### src/rtl/flash_guard_ctrl.sv
module flash_guard_ctrl #(
  parameter int PAGE_W = 7,
  parameter int SECT_W = 3,
  parameter int DATA_W = 8,
  parameter logic [DATA_W-1:0] KEY_A      = 8'h73,
  parameter logic [DATA_W-1:0] KEY_B      = 8'h8C,
  parameter logic [DATA_W-1:0] CMD_PERASE = 8'h95,
  parameter logic [DATA_W-1:0] CMD_MERASE = 8'h63,
  parameter logic [DATA_W-1:0] CMD_PROT   = 8'h5E
) (
  input  logic                clk,
  input  logic                rst_n,
  input  logic                wr_en,
  input  logic [2:0]          wr_addr,
  input  logic [DATA_W-1:0]   wr_data,
  input  logic [2:0]          rd_addr,
  output logic [DATA_W-1:0]   rd_data,
  input  logic                arr_done,
  output logic                cmd_prog,
  output logic                cmd_page_erase,
  output logic                cmd_mass_erase,
  output logic [PAGE_W-1:0]   cmd_page,
  output logic [DATA_W-1:0]   cmd_data,
  output logic [2*DATA_W-1:0] op_freq,
  output logic                cpu_stall
);
  localparam int NSECT = 1 << SECT_W;
  localparam int FREQ_W = 2 * DATA_W;
  localparam logic [2:0] A_CTRL = 3'd0, A_PAGE = 3'd1, A_FHI = 3'd2, A_FLO = 3'd3, A_PDAT = 3'd4;

  typedef enum logic [2:0] {ST_LOCK, ST_KEY1, ST_KEY2, ST_UNLK, ST_PROT, ST_BUSY} st_t;

  st_t               st;
  logic              armed;
  logic [PAGE_W-1:0] page_q;
  logic [NSECT-1:0]  prot_q;
  logic [FREQ_W-1:0] freq_q;
  logic [5:0]        stat_code;

  wire ctrl_wr = wr_en && wr_addr == A_CTRL;
  wire page_wr = wr_en && wr_addr == A_PAGE;
  wire pdat_wr = wr_en && wr_addr == A_PDAT;
  wire freq_ok = freq_q != '0;
  wire [PAGE_W-1:0] wr_page = wr_data[PAGE_W-1:0];
  wire [SECT_W-1:0] wr_sect = wr_page[PAGE_W-1 -: SECT_W];

  always_comb begin
    case (st)
      ST_KEY1: stat_code = 6'b000001;
      ST_KEY2: stat_code = 6'b000010;
      ST_UNLK: stat_code = 6'b000011;
      ST_PROT: stat_code = 6'b000100;
      ST_BUSY: stat_code = 6'b001000;
      default: stat_code = 6'b000000;
    endcase
  end

  always_comb begin
    case (rd_addr)
      A_CTRL:  rd_data = DATA_W'(stat_code);
      A_PAGE:  rd_data = (st == ST_PROT) ? DATA_W'(prot_q) : DATA_W'(page_q);
      A_FHI:   rd_data = freq_q[FREQ_W-1:DATA_W];
      A_FLO:   rd_data = freq_q[DATA_W-1:0];
      default: rd_data = '0;
    endcase
  end

  assign cmd_page  = page_q;
  assign op_freq   = freq_q;
  assign cpu_stall = st == ST_BUSY;

  always_ff @(posedge clk) begin
    if (!rst_n) begin
      st <= ST_LOCK;
      armed <= 1'b0;
      page_q <= '0;
      prot_q <= '0;
      freq_q <= '0;
      cmd_data <= '0;
      cmd_prog <= 1'b0;
      cmd_page_erase <= 1'b0;
      cmd_mass_erase <= 1'b0;
    end else begin
      cmd_prog <= 1'b0;
      cmd_page_erase <= 1'b0;
      cmd_mass_erase <= 1'b0;
      if (wr_en && wr_addr == A_FHI) freq_q[FREQ_W-1:DATA_W] <= wr_data;
      if (wr_en && wr_addr == A_FLO) freq_q[DATA_W-1:0] <= wr_data;
      if (st != ST_LOCK) armed <= 1'b0;
      case (st)
        ST_LOCK: begin
          if (page_wr) begin
            page_q <= wr_page;
            armed <= 1'b1;
          end else if (ctrl_wr || pdat_wr) begin
            armed <= 1'b0;
            if (ctrl_wr && wr_data == KEY_A && armed) st <= ST_KEY1;
            else if (ctrl_wr && wr_data == CMD_PROT) st <= ST_PROT;
          end
        end
        ST_KEY1: begin
          if (ctrl_wr && wr_data == KEY_B) st <= ST_KEY2;
          else if (ctrl_wr || page_wr || pdat_wr) st <= ST_LOCK;
        end
        ST_KEY2: begin
          if (page_wr && wr_page == page_q && !prot_q[wr_sect]) st <= ST_UNLK;
          else if (ctrl_wr || page_wr || pdat_wr) st <= ST_LOCK;
        end
        ST_UNLK: begin
          if (ctrl_wr && wr_data == CMD_PERASE && freq_ok) begin
            st <= ST_BUSY;
            cmd_page_erase <= 1'b1;
          end else if (ctrl_wr && wr_data == CMD_MERASE && freq_ok && prot_q == '0) begin
            st <= ST_BUSY;
            cmd_mass_erase <= 1'b1;
          end else if (pdat_wr && freq_ok) begin
            st <= ST_BUSY;
            cmd_prog <= 1'b1;
            cmd_data <= wr_data;
          end else if (ctrl_wr || page_wr || pdat_wr) st <= ST_LOCK;
        end
        ST_PROT: begin
          if (page_wr) prot_q <= prot_q | NSECT'(wr_data);
          if (ctrl_wr || page_wr || pdat_wr) st <= ST_LOCK;
        end
        ST_BUSY: if (arr_done) st <= ST_LOCK;
        default: st <= ST_LOCK;
      endcase
    end
  end
endmodule

### config.mk
export PLATFORM = sky130hd
export DESIGN_NAME = flash_guard_ctrl
export DESIGN_NICKNAME = d
export VERILOG_FILES = /design/src/rtl/flash_guard_ctrl.sv
export SDC_FILE = /design/constraint.sdc
export NUM_CORES = 1
export LEC_CHECK = 0
export BUFFER_PORTS_ARGS = -buffer_cell sky130_fd_sc_hd__buf_2
export CAP_MARGIN = 0
export CORE_MARGIN = 2
export CORE_UTILIZATION = 53
export DETAILED_ROUTE_END_ITERATION = 8
export PLACE_DENSITY = 0.8
export REMOVE_ABC_BUFFERS = 1
export SETUP_SLACK_MARGIN = 0.05
export SYNTH_ARGS = -nofsm -noshare
export SYNTH_HDL_FRONTEND = slang
export SYNTH_SLANG_ARGS = --single-unit
### constraint.sdc
create_clock -name clk -period 2.4 [get_ports clk]
set_clock_uncertainty 0.1 [all_clocks]
set_input_delay 0.48 -clock clk [delete_from_list [all_inputs] [get_ports clk]]
set_output_delay 0.48 -clock clk [all_outputs]
set_load 0.03 [all_outputs]
==> key figures, run 1 <==
Critical path
  – CP endpoint kind: primary output
  – Crit-path max FO: 2
  – Worst r2r src: prot_q[7]
  – Crit path launch: st[0]
  – Worst path cell trace: nor3b_4 -> mux2_4 -> mux4_2 -> nor2b_4 -> buf_6
  – Flop2flop setup slack: around 530 ps
  – CP max stage delay: around 460 ps
  – CP required: 1820 ps
  – Slowest CP cell: mux4_2
  – Reg-to-Reg End: st[2]
  – Worst Setup EP: rd_data[2]
  – Setup CP Type: reg -> out
  – CP Launch Type: flop
  – Crit path DAT: just under 2000 ps
  – R2R cell count: 6

Synthesis
  – Post-synth cell types: between 40 and 50
  – Synth Area in Adders: 0%
  – Mean Syn Cell Area: about 8.4 sq um
  – Synth Area in Compound Gates: 12.7%
  – Synth Area in Simple Gates: about a quarter
  – Synth top area cells: dfxtp_1 (38%), mux2i_1 (12%), nor2_1 (7.2%), nand2_1 (4.7%), a21oi_1 (4.6%)
  – Seq/Total Area, Yosys: 38.3%
  – Yosys top cell by area: dfxtp_1
  – Most used DFF post-synth: dfxtp_1
  – Post-synth EDFFs: 0
  – Multiplexer area fraction after synthesis: roughly 16%
  – Synth top area share: about two fifths
  – Synth Area in XOR/XNOR: under 10%
  – Async S/R FF share, synth: 0%
  – Top post-synthesis cells by count: dfxtp_1 (46), nor2_1 (46), nand2_1 (30)
  – Post-Synthesis Cell Area: around 2400 sq um
  – Post-synthesis instance total: roughly 290
  – Ys Warns: 0
  – Largest family of logic cells by synthesized area: simple AND/OR/NAND/NOR gates
  – FF+latch count, synth: 46

Worst hold path
  – Worst Hold Class: in -> reg

STA
  – Final hold vios: 0
  – Final setup violation count: 2
  – Slew headroom: between 60 and 70%
  – Final min period: roughly 2500 ps
  – Final period utilization: 104%
  – Achievable frequency: about 400 MHz
  – RSZ-0062 raised after global routing: yes
  – Minimum hold slack: roughly 330 ps
  – Worst Tran Pin Value: 572 ps
  – Final slew viol count: 0
  – Final WS setup: -107 ps

Clock network
  – Worst-path clk slew: approximately 90 ps
  – Hold Buf Count CTS: 0
  – Root buf cell: clkbuf_8
  – Sink Count: 46
  – CTS HTree Levels: 2
  – Clk buf depth: 2
  – CTS Buf Count: 5
  – TritonCTS clock tree: done
  – Skew-Pair Late Insertion Delay: around 300 ps

Power
  – Power density over cell area: ~560 nW/um^2
  – Switching Share: between 20% and 30%
  – Leakage: 1.34 nW
  – Psw: 0.398 mW
  – Clock share of power: 41.8%
  – Worst VDD drop: approximately 0.41 mV
  – Cell-internal power: 1.25 mW
  – Sequential group share of total power: between 40% and 50%
  – Combinational share of power: between 10% and 20%

Detailed routing
  – Drt wl/cell: around 17 microns
  – Post-DRT Antenna Nets: 0
  – Total iterations of the first detailed-routing run: 5
  – Via-to-Cell Ratio: 5.99
  – Routed via count: 2372
  – DRT iter0 DRCs: between 200 and 250
  – Residual DRC count: 0
  – Post-Route WL: about 6800 microns

Flow run
  – Number of max-cap violations: 0

Die
  – Die Height: between 70 and 80 microns
  – Initial Utilization: 55.2%
  – Site Rows: 24
  – Chip width: 71.4 microns
  – Die footprint: between 5000 and 6000 sq um
  – Ports: between 60 and 70
  – Core Area: 4350 sq um

Cells and area
  – Layout cells sized above 1: between 20 and 30%
  – Antenna Cells: 0
  – Synth-to-layout area growth: 22.8%
  – Post-layout nets: about 360
  – Final Util: 67.8%

Placed design
  – Hpwl dp: 4750 microns
  – Buffers on Ports: 60
  – GPL Wtd Cong: approximately 0.93

GRT
  – Antenna violations before repair: 0
  – Largest net degree at the start of global routing: 43
  – Vias in the first global route: about 2100
  – GRT overflow: 0
  – Tot GR Track Use: a little over a quarter
  – First-pass GRT wire length: roughly 11000 microns

Status
  – Run status: finished, violations left
  – Violated checks: negative setup slack
==> what timing repair did <==
item                                    4_1_cts  5_1_grt
endpoints found under the setup margin        7        8
pin swaps                                     1        7
gates resized for setup                       9       16
buffers inserted                              0        1
==> critical path: cells and delay by family, from the launching register on <==
| family | cells | cell delay (ps) |
|---|---|---|
| buf+inv | 1 | 140 |
| flops | 1 | 340 |
| mux | 2 | 780 |
| simple gates | 2 | 370 |
==> power groups by stage <==
| stage | clock network, mW | registers, mW | logic (mW) |
|---|---|---|---|
| after floorplan | 0 | 0.813 | 0.0676 |
| after global routing | 0.732 | 0.783 | 0.188 |
| final | 0.688 | 0.782 | 0.176 |
| after detailed placement | 0 | 0.799 | 0.169 |
| after global placement | 0 | 0.799 | 0.167 |
| after CTS | 0.695 | 0.781 | 0.171 |
==> state kept, by name (all words and copies together) (netlist names) <==
signal and flops:
op_freq 16, cmd_data 8, prot_q 8, cmd_page 7, st 3, armed 1, cmd_mass_erase 1, cmd_page_erase 1
cmd_prog 1
==> kinds of logic (layout without fill, tap and decap cells) <==
kind of cell	count (synthesis)	count (layout)
AO/OA/AOI/OAI	51	51
buffers and inverters	26	84
AND/OR/NAND/NOR	123	123
multiplexers	34	34
flip-flops	46	46
XOR/XNOR	6	6
==> cells in the final DEF, fill, tap and decap left out, types with 2 or more instances in the layout <==
cell type,count
buf_2,53
o21ai_1,2
nor4_1,8
mux2i_1,28
buf_6,2
nor2_1,46
nor3_1,4
and3_1,3
o21ai_0,6
clkbuf_8,5
a31oi_1,2
inv_1,2
and2_1,3
nor3b_1,4
nand4_1,3
buf_4,18
xor2_1,6
dfxtp_2,3
nand3_1,4
nand2b_1,2
mux4_2,3
a22oi_1,4
nor2b_1,3
bufinv_16,2
dfxtp_1,43
a211oi_1,5
nand2_1,30
a21oi_1,21
nand3b_1,3
==> stage by stage <==
step	TNS [ps]	setup WS, ps	area, sq um	instances	power, mW
floorplan	-2820	-612	2290	263	0.881
global placement	0	133	2750	387	0.966
detailed placement	0	75.3	2750	387	0.968
CTS	-162	-104	2920	395	1.65
global route	-450	-168	2950	396	1.70
finish	-108	-107	2950	396	1.65
==> routing by layer <==
layer	part of all wire [%]	vias up	track usage [%]	routed length, microns
met1	44	1120	38.3	2980
met3	7.9	15	5.91	539
met2	46	118	42.2	3180
met5	0	-	0	0
met4	2.1	0	8.81	145
li1	-	1119	-	-
==> worst min-delay path by stage <==
stage                      startpoint             end  slack (ps)  cells past startpoint
after floorplan             prot_q[2]       prot_q[2]         370                      2
after global placement    cmd_data[1]     cmd_data[1]         370                      2
after detailed placement  cmd_data[3]     cmd_data[3]         380                      2
after CTS                       rst_n  cmd_page_erase         330                      3
after global routing            rst_n           armed         350                      3
final                           rst_n  cmd_page_erase         330                      3
==> layout make-up <==
class	instances	area, sq um
clock buffer	5	68.8
clock inverter	3	68.8
fill	358	1400
inverter	3	11.3
multi-input combinational	214	1390
sequential	46	925
tap	52	65.1
timing repair buffer	73	423
Power figures use the tool's default switching activity.
==> run 2: changes to the inputs <==
Settings changed: CORE_UTILIZATION 53 to 35, PLACE_DENSITY 0.8 to 0.57.
==> key figures, run 2 (same netlist as run 1, synthesis figures left out) <==
Status
  – Run status: finished, violations left
  – Violated checks: negative setup slack

Clock network
  – CTS HTree Levels: 2 (unchanged)
  – TritonCTS clock tree: done
  – Worst-path clk slew: 80 ps (about the same)
  – Setup Buffers After CTS: 0 (unchanged)
  – Skew-Pair Late Insertion Delay: 290 ps (about the same)
  – Clk buf depth: 2 (unchanged)
  – CTS Buf Count: 5 (unchanged)
  – Root buf cell: clkbuf_8
  – Sink Count: 46 (unchanged)

Cells and area
  – Flip-flop count of the largest register after layout: 16 (unchanged)
  – Layout cells sized above 1: 28.0% (-1.1 points)
  – Most common cell after layout, fill and taps aside: buf_2
  – Commonest cells after routing, fill and taps aside: buf_2 (56), nor2_1 (46), dfxtp_1 (44), nand2_1 (30), mux2i_1 (29)
  – Layout Cells excl Fill: 427 (+7.8%)
  – Post-layout nets: 364 (+0.83%)
  – Design area: 2970 sq um (+0.47%)
  – Antenna Cells: 0 (unchanged)
  – Final Util: 44.2% (-24 points)
  – Synth-to-layout area growth: 23.4%

GRT
  – Antenna violations before repair: 0 (unchanged)
  – Vias in the first global route: 2187 (+2.5%)
  – Largest net degree at the start of global routing: 23 (-47%)
  – GRT overflow: 0 (unchanged)
  – First-pass GRT wire length: 11600 microns (+6.2%)
  – Tot GR Track Use: 20.0% (-7.3 points)

Critical path
  – Worst path cell trace: nor3b_4 -> mux2_4 -> mux4_2 -> nor2b_4 -> buf_6
  – CP endpoint kind: primary output
  – Setup CP Type: reg -> out
  – Slowest CP cell: mux4_2
  – Crit path DAT: 1920 ps (about the same)
  – Crit-path max FO: 2 (unchanged)
  – CP max stage delay: 450 ps (about the same)
  – CP required: 1820 ps (about the same)
  – CP Launch Type: flop

Placed design
  – GPL Wtd Cong: 0.913 (-2.1%)
  – DP Area: 2830 sq um (+2.8%)
  – Hpwl dp: 5500 microns (+16%)
  – Buffers on Ports: 60 (unchanged)
  – Placed cells: 419 (+8.3%)
  – DP Worst Slack: 123 ps (+47.5 ps)

Detailed routing
  – Routed via count: 2340 (-1.3%)
  – Post-Route WL: 7420 microns (+8.4%)
  – DRT iter0 DRCs: 180 (-24%)
  – Total iterations of the first detailed-routing run: 5 (unchanged)
  – Post-DRT Antenna Nets: 0 (unchanged)
  – Via-to-Cell Ratio: 5.48 (-8.5%)
  – Drt wl/cell: 17.4 microns (+0.58%)
  – Residual DRC count: 0 (unchanged)

Die
  – Core Area: 6720 sq um (+54%)
  – Site Rows: 30 (+25%)
  – Chip width: 86.9 microns (+22%)
  – Ports: 61 (unchanged)
  – Die footprint: 7550 sq um (+48%)
  – Initial Utilization: 35.8% (-19 points)
  – Die Height: 86.9 microns (+22%)

STA
  – Minimum hold slack: 345 ps (+12.7 ps)
  – Total Neg Setup Slack: -212 ps (-105 ps)
  – RSZ-0062 raised after global routing: yes
  – Worst Tran Pin Value: 664 ps (+92.1 ps)
  – Final min period: 2500 ps (-1.62 ps)
  – Final slew viol count: 0 (unchanged)
  – Slew headroom: 55.4% (-6.4 points)
  – Final setup violation count: 4 (+2)
  – Final WS setup: -105 ps (+1.62 ps)
  – Achievable frequency: 399 MHz (about the same)
  – Final period utilization: 104% (about the same)
  – Final hold vios: 0 (unchanged)

Power
  – Tot Pwr: 1.53 mW (-7.2%)
  – Leakage: 1.34 nW (-0.14%)
  – Power density over cell area: 515 nW/um^2 (-7.6%)
  – Worst VDD drop: 0.284 mV (-30%)

Flow run
  – Number of max-cap violations: 0 (unchanged)

Worst hold path
  – Worst Hold Class: in -> reg
run 2: worst paths after layout:
kind	cells after the start	start	endpoint	slack [ps]
max	5	st[2]	rd_data[2]	-100
min reg2reg	2	cmd_data[7]	cmd_data[7]	400
min	3	rst_n	armed	350
max reg2reg	5	prot_q[0]	st[2]	610
run 2: metal layers:
metal | track usage [%] | part of all wire (%) | vias to the layer above
li1 | - | - | 1123
met1 | 27.7 | 45 | 1134
met2 | 31.9 | 47 | 71
met3 | 3.22 | 5.4 | 12
met4 | 6.39 | 1.8 | 0
met5 | 0 | 0 | -
run 2: timing repair:
action / in CTS / in global routing
setup endpoints to repair: 7 / 8
hold buffers: 0 / 0
resized for setup: 6 / 5
pin swaps: 1 / 2
run 2: worst max-delay path: cells and delay by family (launching register included):
kind / cells / cell delay [ps]
buf+inv: 1 / 130
flops: 1 / 360
mux: 2 / 770
simple gates: 2 / 370
run 2: layout make-up:
cell class | instances | area [sq um]
Fill cell | 707 | 3750
Multi-Input combinational cell | 214 | 1380
Clock buffer | 6 | 72.6
Sequential cell | 46 | 923
Timing Repair Buffer | 76 | 447
Clock inverter | 2 | 37.5
Tap cell | 80 | 100
Inverter | 3 | 11.3
run 2: power breakdown:
part	internal (mW)	total [mW]	switching, mW
Combinational	0.0636	0.183	0.119
Sequential	0.771	0.782	0.0103
Clock	0.311	0.563	0.252
Total	1.15	1.53	0.382
